`src/rtl/srx_pkg.sv`:
```
package srx_pkg;

    localparam int SRX_DATA_W = 8;

    typedef enum logic [2:0] {
        ST_IDLE,
        ST_START,
        ST_DATA,
        ST_PAR,
        ST_STOP,
        ST_STOP2
    } srx_state_e;

    typedef struct packed {
        logic seven;
        logic par_en;
        logic par_odd;
        logic two_stop;
    } srx_cfg_t;

    typedef struct packed {
        logic [SRX_DATA_W-1:0] data;
        logic                  par_ok;
        logic                  stop_ok;
    } srx_result_t;

    function automatic logic parity_good(input logic [SRX_DATA_W-1:0] d,
                                         input logic pbit, input logic odd);
        return ((^d) ^ pbit) == odd;
    endfunction

endpackage

```
`src/rtl/srx_sync.sv`:
```
module srx_sync #(
    parameter int STAGES = 2
) (
    input  logic clk,
    input  logic rst,
    input  logic din,
    output logic dout
);
    logic [STAGES-1:0] chain;

    generate
        for (genvar i = 0; i < STAGES; i++) begin : g_stage
            always_ff @(posedge clk) begin
                if (rst)
                    chain[i] <= 1'b1;
                else if (i == 0)
                    chain[i] <= din;
                else
                    chain[i] <= chain[(i == 0) ? 0 : i-1];
            end
        end
    endgenerate

    assign dout = chain[STAGES-1];
endmodule

```
`src/rtl/srx_frame.sv`:
```
module srx_frame
    import srx_pkg::*;
#(
    parameter int OVS = 16
) (
    input  logic        clk,
    input  logic        rst,
    input  logic        tick,
    input  logic        rx_s,
    input  logic        hold,
    input  srx_cfg_t    cfg,
    output logic        busy,
    output logic        done,
    output srx_result_t result
);
    localparam int CNT_W = $clog2(OVS);
    localparam int IDX_W = $clog2(SRX_DATA_W);
    localparam logic [CNT_W-1:0] HALF_M1 = CNT_W'(OVS/2 - 1);
    localparam logic [CNT_W-1:0] FULL_M1 = CNT_W'(OVS - 1);

    srx_state_e            state;
    logic [CNT_W-1:0]      cnt;
    logic [IDX_W-1:0]      idx;
    logic [SRX_DATA_W-1:0] shreg;
    logic                  par_bit;
    logic                  stop_bit;
    logic [IDX_W-1:0]      last_idx;
    logic                  bit_end;

    assign last_idx = cfg.seven ? IDX_W'(SRX_DATA_W-2) : IDX_W'(SRX_DATA_W-1);
    assign bit_end  = (cnt == FULL_M1);

    always_ff @(posedge clk) begin
        if (rst) begin
            state    <= ST_IDLE;
            cnt      <= '0;
            idx      <= '0;
            shreg    <= '0;
            par_bit  <= 1'b0;
            stop_bit <= 1'b1;
            done     <= 1'b0;
        end else begin
            done <= 1'b0;
            if (tick) begin
                cnt <= cnt + 1'b1;
                unique case (state)
                    ST_IDLE: begin
                        cnt <= '0;
                        if (!rx_s && !hold) begin
                            state <= ST_START;
                            shreg <= '0;
                        end
                    end
                    ST_START: if (cnt == HALF_M1) begin
                        cnt   <= '0;
                        idx   <= '0;
                        state <= rx_s ? ST_IDLE : ST_DATA;
                    end
                    ST_DATA: if (bit_end) begin
                        shreg[idx] <= rx_s;
                        idx        <= idx + 1'b1;
                        if (idx == last_idx)
                            state <= cfg.par_en ? ST_PAR : ST_STOP;
                    end
                    ST_PAR: if (bit_end) begin
                        par_bit <= rx_s;
                        state   <= ST_STOP;
                    end
                    ST_STOP: if (bit_end) begin
                        stop_bit <= rx_s;
                        done     <= 1'b1;
                        state    <= cfg.two_stop ? ST_STOP2 : ST_IDLE;
                    end
                    ST_STOP2: if (bit_end) state <= ST_IDLE;
                    default: state <= ST_IDLE;
                endcase
            end
        end
    end

    assign busy           = (state != ST_IDLE) && (state != ST_START);
    assign result.data    = shreg;
    assign result.stop_ok = stop_bit;
    assign result.par_ok  = !cfg.par_en || parity_good(shreg, par_bit, cfg.par_odd);
endmodule

```
`src/rtl/srx_status.sv`:
```
module srx_status
    import srx_pkg::*;
(
    input  logic                  clk,
    input  logic                  rst,
    input  logic                  done,
    input  srx_result_t           result,
    input  logic                  clr_full,
    input  logic                  clr_ovr,
    input  logic                  clr_par,
    input  logic                  clr_frm,
    input  logic                  rd_strobe,
    output logic [SRX_DATA_W-1:0] rx_data,
    output logic                  rx_full,
    output logic                  ovr_err,
    output logic                  par_err,
    output logic                  frm_err
);
    always_ff @(posedge clk) begin
        if (rst) begin
            rx_data <= '0;
            rx_full <= 1'b0;
            ovr_err <= 1'b0;
            par_err <= 1'b0;
            frm_err <= 1'b0;
        end else begin
            if (clr_full || rd_strobe) rx_full <= 1'b0;
            if (clr_ovr) ovr_err <= 1'b0;
            if (clr_par) par_err <= 1'b0;
            if (clr_frm) frm_err <= 1'b0;
            if (done) begin
                if (rx_full)         ovr_err <= 1'b1;
                if (!result.par_ok)  par_err <= 1'b1;
                if (!result.stop_ok) frm_err <= 1'b1;
                if (!rx_full && result.par_ok && result.stop_ok) begin
                    rx_data <= result.data;
                    rx_full <= 1'b1;
                end
            end
        end
    end
endmodule

```
`src/rtl/serial_rx_status.sv`:
```
module serial_rx_status
    import srx_pkg::*;
#(
    parameter int OVS         = 16,
    parameter int SYNC_STAGES = 2
) (
    input  logic                  clk,
    input  logic                  rst,
    input  logic                  tick,
    input  logic                  rx_line,
    input  logic                  cfg_seven,
    input  logic                  cfg_par_en,
    input  logic                  cfg_par_odd,
    input  logic                  cfg_two_stop,
    input  logic                  irq_en,
    input  logic                  clr_full,
    input  logic                  clr_ovr,
    input  logic                  clr_par,
    input  logic                  clr_frm,
    input  logic                  rd_strobe,
    output logic [SRX_DATA_W-1:0] rx_data,
    output logic                  rx_full,
    output logic                  ovr_err,
    output logic                  par_err,
    output logic                  frm_err,
    output logic                  busy,
    output logic                  irq_full,
    output logic                  irq_err
);
    logic        rx_s;
    logic        done;
    logic        any_err;
    srx_cfg_t    cfg;
    srx_result_t result;

    assign cfg     = '{seven: cfg_seven, par_en: cfg_par_en,
                       par_odd: cfg_par_odd, two_stop: cfg_two_stop};
    assign any_err = ovr_err | par_err | frm_err;

    srx_sync #(.STAGES(SYNC_STAGES)) u_sync (
        .clk(clk), .rst(rst), .din(rx_line), .dout(rx_s)
    );

    srx_frame #(.OVS(OVS)) u_frame (
        .clk(clk), .rst(rst), .tick(tick), .rx_s(rx_s), .hold(any_err),
        .cfg(cfg), .busy(busy), .done(done), .result(result)
    );

    srx_status u_status (
        .clk(clk), .rst(rst), .done(done), .result(result),
        .clr_full(clr_full), .clr_ovr(clr_ovr), .clr_par(clr_par),
        .clr_frm(clr_frm), .rd_strobe(rd_strobe), .rx_data(rx_data),
        .rx_full(rx_full), .ovr_err(ovr_err), .par_err(par_err),
        .frm_err(frm_err)
    );

    assign irq_full = irq_en & rx_full;
    assign irq_err  = irq_en & any_err;
endmodule

```
`config.mk`:
```
export PLATFORM = sky130hd
export DESIGN_NAME = serial_rx_status
export DESIGN_NICKNAME = d
export VERILOG_FILES = /design/src/rtl/srx_pkg.sv /design/src/rtl/srx_sync.sv /design/src/rtl/srx_frame.sv /design/src/rtl/srx_status.sv /design/src/rtl/serial_rx_status.sv
export SDC_FILE = /design/constraint.sdc
export NUM_CORES = 1
export LEC_CHECK = 0
export ABC_AREA = 1
export BUFFER_PORTS_ARGS = -buffer_cell sky130_fd_sc_hd__buf_2
export CORE_ASPECT_RATIO = 0.5
export CORE_MARGIN = 5
export CORE_UTILIZATION = 51
export DETAILED_ROUTE_END_ITERATION = 8
export HOLD_SLACK_MARGIN = 0.15
export PLACE_DENSITY = 0.73
export SYNTH_ARGS = -nofsm -noshare
export SYNTH_HDL_FRONTEND = slang
export SYNTH_SLANG_ARGS = --single-unit
```
`constraint.sdc`:
```
create_clock -name clk -period 4.4 [get_ports clk]
set_input_delay 0.88 -clock clk [delete_from_list [all_inputs] [get_ports clk]]
set_output_delay 0.88 -clock clk [all_outputs]
set_load 0.01 [all_outputs]
```
After elaboration in Yosys (flattened, before gate mapping)
Cells that the tools add are included.
Operators by class
  multiplexer cells: 36
  bitwise operators: 7
  reduce and logical (&&, ||, !) cells: 23
  add/subtract/negate cells: 2
  eq/ne operators: 17
  $lt $le $gt $ge: 2
Operators by type and width (number)
  two-way mux 3 bit: 11
  one-hot mux 3 bit (6 select lines): 1
  two-way mux 8 bit: 2
  one-hot mux 8 bit (2 select lines): 1
  two-way mux 1 bit: 15
  inequality test 2 x 1 -> 1 bit (second input constant): 7
  bitwise mux 8 bit: 1
  one-hot mux 4 bit (2 select lines): 1
  AND reduction 4 bit: 2
  AND reduction 8 bit: 1
  parity 8 bit: 1
  == test 3 x 2 -> 1 bit (second input constant): 2
  == test 3 bit (second input constant): 2
  one-hot mux 3 bit (2 select lines): 1
  AND reduction 3 bit: 2
  logical AND 1 bit: 5
  adder 4 x 1 -> 4 bit (second input constant): 1
  == test 4 x 3 -> 1 bit (second input constant): 1
  == test 4 bit (second input constant): 1
  zero test 1 bit: 4
  < comparator 3 x 4 -> 1 bit (second input constant): 1
  two-way mux 4 bit: 1
  nonzero test 2 bit: 2
  adder 3 x 1 -> 3 bit (second input constant): 1
  other kinds (16): 20
Word-level totals
  flip-flop bits (word level): 35
  output and inout bits: 15

Depth between registers and ports, before layout
  depth in word-level cells: 8
  gate-level depth with buffers: 14
  mapped depth without buffers: 13

Hierarchy
From an unflattened synthesis, not the netlist that was laid out.
Unflattened totals
  cell total of the unflattened synthesis: 302
  area, all modules: 1966.9 um^2
By module, submodules not included
  srx_frame: instances 1, area an instance 1360.1 um^2, cells each 211
  srx_status: instances 1, area an instance 514.2 um^2, cells each 77
  srx_sync: instances 1, area an instance 58.8 um^2, cells each 7
  serial_rx_status: instances 1, area an instance 33.8 um^2, cells each 7

Worst setup path after synthesis
Ideal clock, no wire load.
  path kind: input to output
  from: input port irq_en
  to: output port irq_err
  arrival time: 1.045 ns
  path buffers: 0
  setup slack: 2.475 ns
  cell stages on the path: 1
  cell sequence: and2_1
Between the ends
  longest elaborated chain between the ends: 1
Ends and longest elaborated chain
  start: declaration: line serial_rx_status.sv:15  | input logic irq_en,
  bitwise AND 1 bit: line serial_rx_status.sv:58  | assign irq_err = irq_en & any_err;
  end: declaration: line serial_rx_status.sv:28  | output logic irq_err
No other way between the ends.

Final worst setup path
Same ends and word-level chain as after synthesis.

==> flow_metrics.py <==
metrics = {
    "detailed_routing": {
        "drt-total-wl_um": 3950,
        "first_pass_iters": 4,
        "via_count": 1731,
        "antenna_left": 0,
        "drtIter0Drc": 66,
        "avgViaCountPerCell": 4.96,
        "wl_per_cell_um": 11.3,
        "drc": 0,
    },
    "yosys": {
        "yosysTopAreaCell": "dfxtp_1",
        "ys.flop_type": "dfxtp_1",
        "syn-num-nets": 283,
        "ys_seq_area_frac": 0.380,
        "synth.most_common_cell": "nand2_1",
        "ys_seq_elements": 35,
        "yosysWarnings": 0,
        "yosys-top-cells-area": "dfxtp_1, nand2_1, a21oi_1",
        "syn-cell-area_mm2": 0.00184,
        "ys_top_cells_by_count": "nand2_1, dfxtp_1, nor2_1, inv_1, a21oi_1",
        "synth_top_area_share": 0.380,
        "synth-edff-count": 0,
        "async_reset_ff_frac": 0,
        "syn_inst": 267,
        "syn_avg_cell_area_um2": 6.90,
        "synth_cell_types": 34,
    },
    "pwr": {
        "intPower_uw": 584,
        "powerDensity_mw_per_mm2": 442,
        "p_leak_uw": 0.000933,
        "pwr-share-seq": 0.392,
        "switching_power_uw": 352,
        "clock_power_share": 0.271,
        "ir_drop_v": 0.000244,
        "switching_share": 0.376,
        "pwr-share-comb": 0.337,
    },
    "setup_path": {
        "required_ns": 3.52,
        "cp-start-kind": "input port",
        "cp_max_fo": 2,
        "arrival_ns": 1.25,
        "crit_type": "in2out",
        "crit_path_end_kind": "output pin",
    },
    "grt": {
        "grt_start_max_net_pins": 19,
        "grt_overflow": 0,
        "antenna_found_initial": 0,
        "grt_pass1_vias": 1519,
        "grt_usage": 0.172,
        "grt_pass1_wl_um": 6660,
    },
    "timing": {
        "fin_crit_ns": 2.13,
        "final_max_slew_viol_count": 0,
        "setup_violations": 0,
        "fmax_mhz": 469,
        "hold_ws_ns": 0.412,
        "post-route-period-util": 0.485,
        "fin_tns_setup_ns": 0,
        "finalHoldViolCount": 0,
        "rsz0062_at_grt": "false",
        "skew_ns": 0.00760,
        "relSlewSlack": 0.320,
        "worstMarginPinSlew_ns": 1.02,
    },
    "floorplan": {
        "core_mm2": 0.00345,
        "initial_core_util": 0.534,
        "num_rows": 15,
        "dieWidth_um": 95.0,
        "dieArea_mm2": 0.00499,
        "die_h_um": 52.5,
        "ios": 29,
    },
    "cts": {
        "postCtsSetupBuffers": 0,
        "hold_buffers": 0,
        "cts_resized": 0,
        "cts_tree": "built",
        "htreeDepth": 2,
        "cts.path.max_buffers": 2,
        "cts_inserted_buffers": 5,
        "clock_latency_ns": 0.28,
        "cts.sinks": 35,
        "cts.reportedPaths.clkPinSlew_ns": 0.06,
        "cts-root-buf": "clkbuf_8",
    },
    "placed_design": {
        "portBuffers": 28,
        "gp_congestion": 0.866,
        "dp_hpwl_um": 2970,
    },
    "layout": {
        "drive_gt1_frac": 0.198,
        "multi_input_area_um2": 978,
        "layout.nets": 313,
        "area_delta_synth_final_pct": 14.9,
        "diodes": 0,
        "register_area_um2": 701,
        "fill_cells": 351,
    },
    "worst_hold_path": {
        "min_path_type": "reg2reg",
    },
    "outcome": {
        "status": "complete, no violations",
    },
    "run": {
        "drv_cap": 0,
    },
}
==> metrics by stage <==
stage / power [µW] / instance area [µm²] / setup WS [ns] / instances / utilization
after floorplan: 617 / 1840 / 2.48 / 267 / -
after global placement: 680 / 2020 / 2.27 / 341 / 0.584
after detailed placement: 686 / 2020 / 2.26 / 341 / 0.584
after CTS: 941 / 2120 / 2.26 / 349 / 0.613
final: 937 / 2120 / 2.27 / 349 / 0.613
after global routing: 1000 / 2120 / 2.23 / 349 / 0.613
==> registers in the layout (all words and copies together) (netlist names) <==
signal,flops
u_status.par_err,1
u_status.frm_err,1
u_status.rx_data,8
u_sync.chain,1
u_status.rx_full,1
u_status.ovr_err,1
u_frame.stop_bit,1
u_frame.par_bit,1
u_frame.cnt,4
u_frame.done,1
u_frame.shreg,8
u_frame.state,3
u_sync.dout,1
u_frame.idx,3
==> cells by family (layout without fill, tap and decap cells) <==
| family | after synthesis | count (layout) | share of synthesized area |
|---|---|---|---|
| simple gates | 132 | 132 | 0.339 |
| compound gates | 54 | 54 | 0.164 |
| buf+inv | 41 | 72 | 0.0889 |
| flops | 35 | 35 | 0.380 |
| xor+xnor | 3 | 3 | 0.0143 |
| fa+ha+maj | 2 | 2 | 0.0136 |
==> final timing paths <==
| path | cells past startpoint | slack (ns) | end | startpoint |
|---|---|---|---|---|
| worst max register to register | 7 | 2.74 | u_frame.shreg[5] | u_frame.cnt[0] |
| worst max-delay path | 3 | 2.27 | irq_err | irq_en |
| worst min-delay path | 1 | 0.41 | u_sync.dout | u_sync.chain[0] |
| worst min register to register | 1 | 0.41 | u_sync.dout | u_sync.chain[0] |
==> layout make-up <==
class                   count  area share
inverters                  36      0.0638
clock buffers               8      0.0473
repair buffers             28      0.0662
multi-input cells         191       0.462
flip-flops and latches     35       0.331
well taps                  51      0.0301
==> worst max-delay path, stage by stage <==
cell,delay (ns)
buf_2,0.10
and2_1,0.14
buf_2,0.13
==> placed cells by master, fill, tap and decap left out, types with 2 or more instances in the layout <==
master    synthesis  layout
nand3_1          12      12
nand2_1          56      56
a21oi_1          26      26
o211ai_1          3       3
nand3_2           3       3
clkbuf_8          0       7
buf_2             2      28
dfxtp_1          35      35
or2_2             3       3
nor3_1           12      12
inv_2             7       7
ha_1              2       2
nand2_2           4       4
nor2_1           33      33
xor2_1            2       2
inv_1            29      29
o21ai_0          18      18
nand4_1           2       2
==> layer usage <==
layer | part of all wire | up-vias | track usage
li1 | - | 926 | -
met1 | 0.50 | 766 | 0.224
met2 | 0.44 | 37 | 0.279
met3 | 0.057 | 2 | 0.0488
met4 | 0.0035 | 0 | 0.0502
met5 | 0 | - | 0
==> power by group through the flow <==
stage	combinational [µW]	clock, µW	sequential (µW)
after global routing	358	275	371
after floorplan	248	0	369
final	316	253	368
after CTS	314	260	367
after detailed placement	312	0	374
after global placement	307	0	373
(Power assumes the default switching activity.)
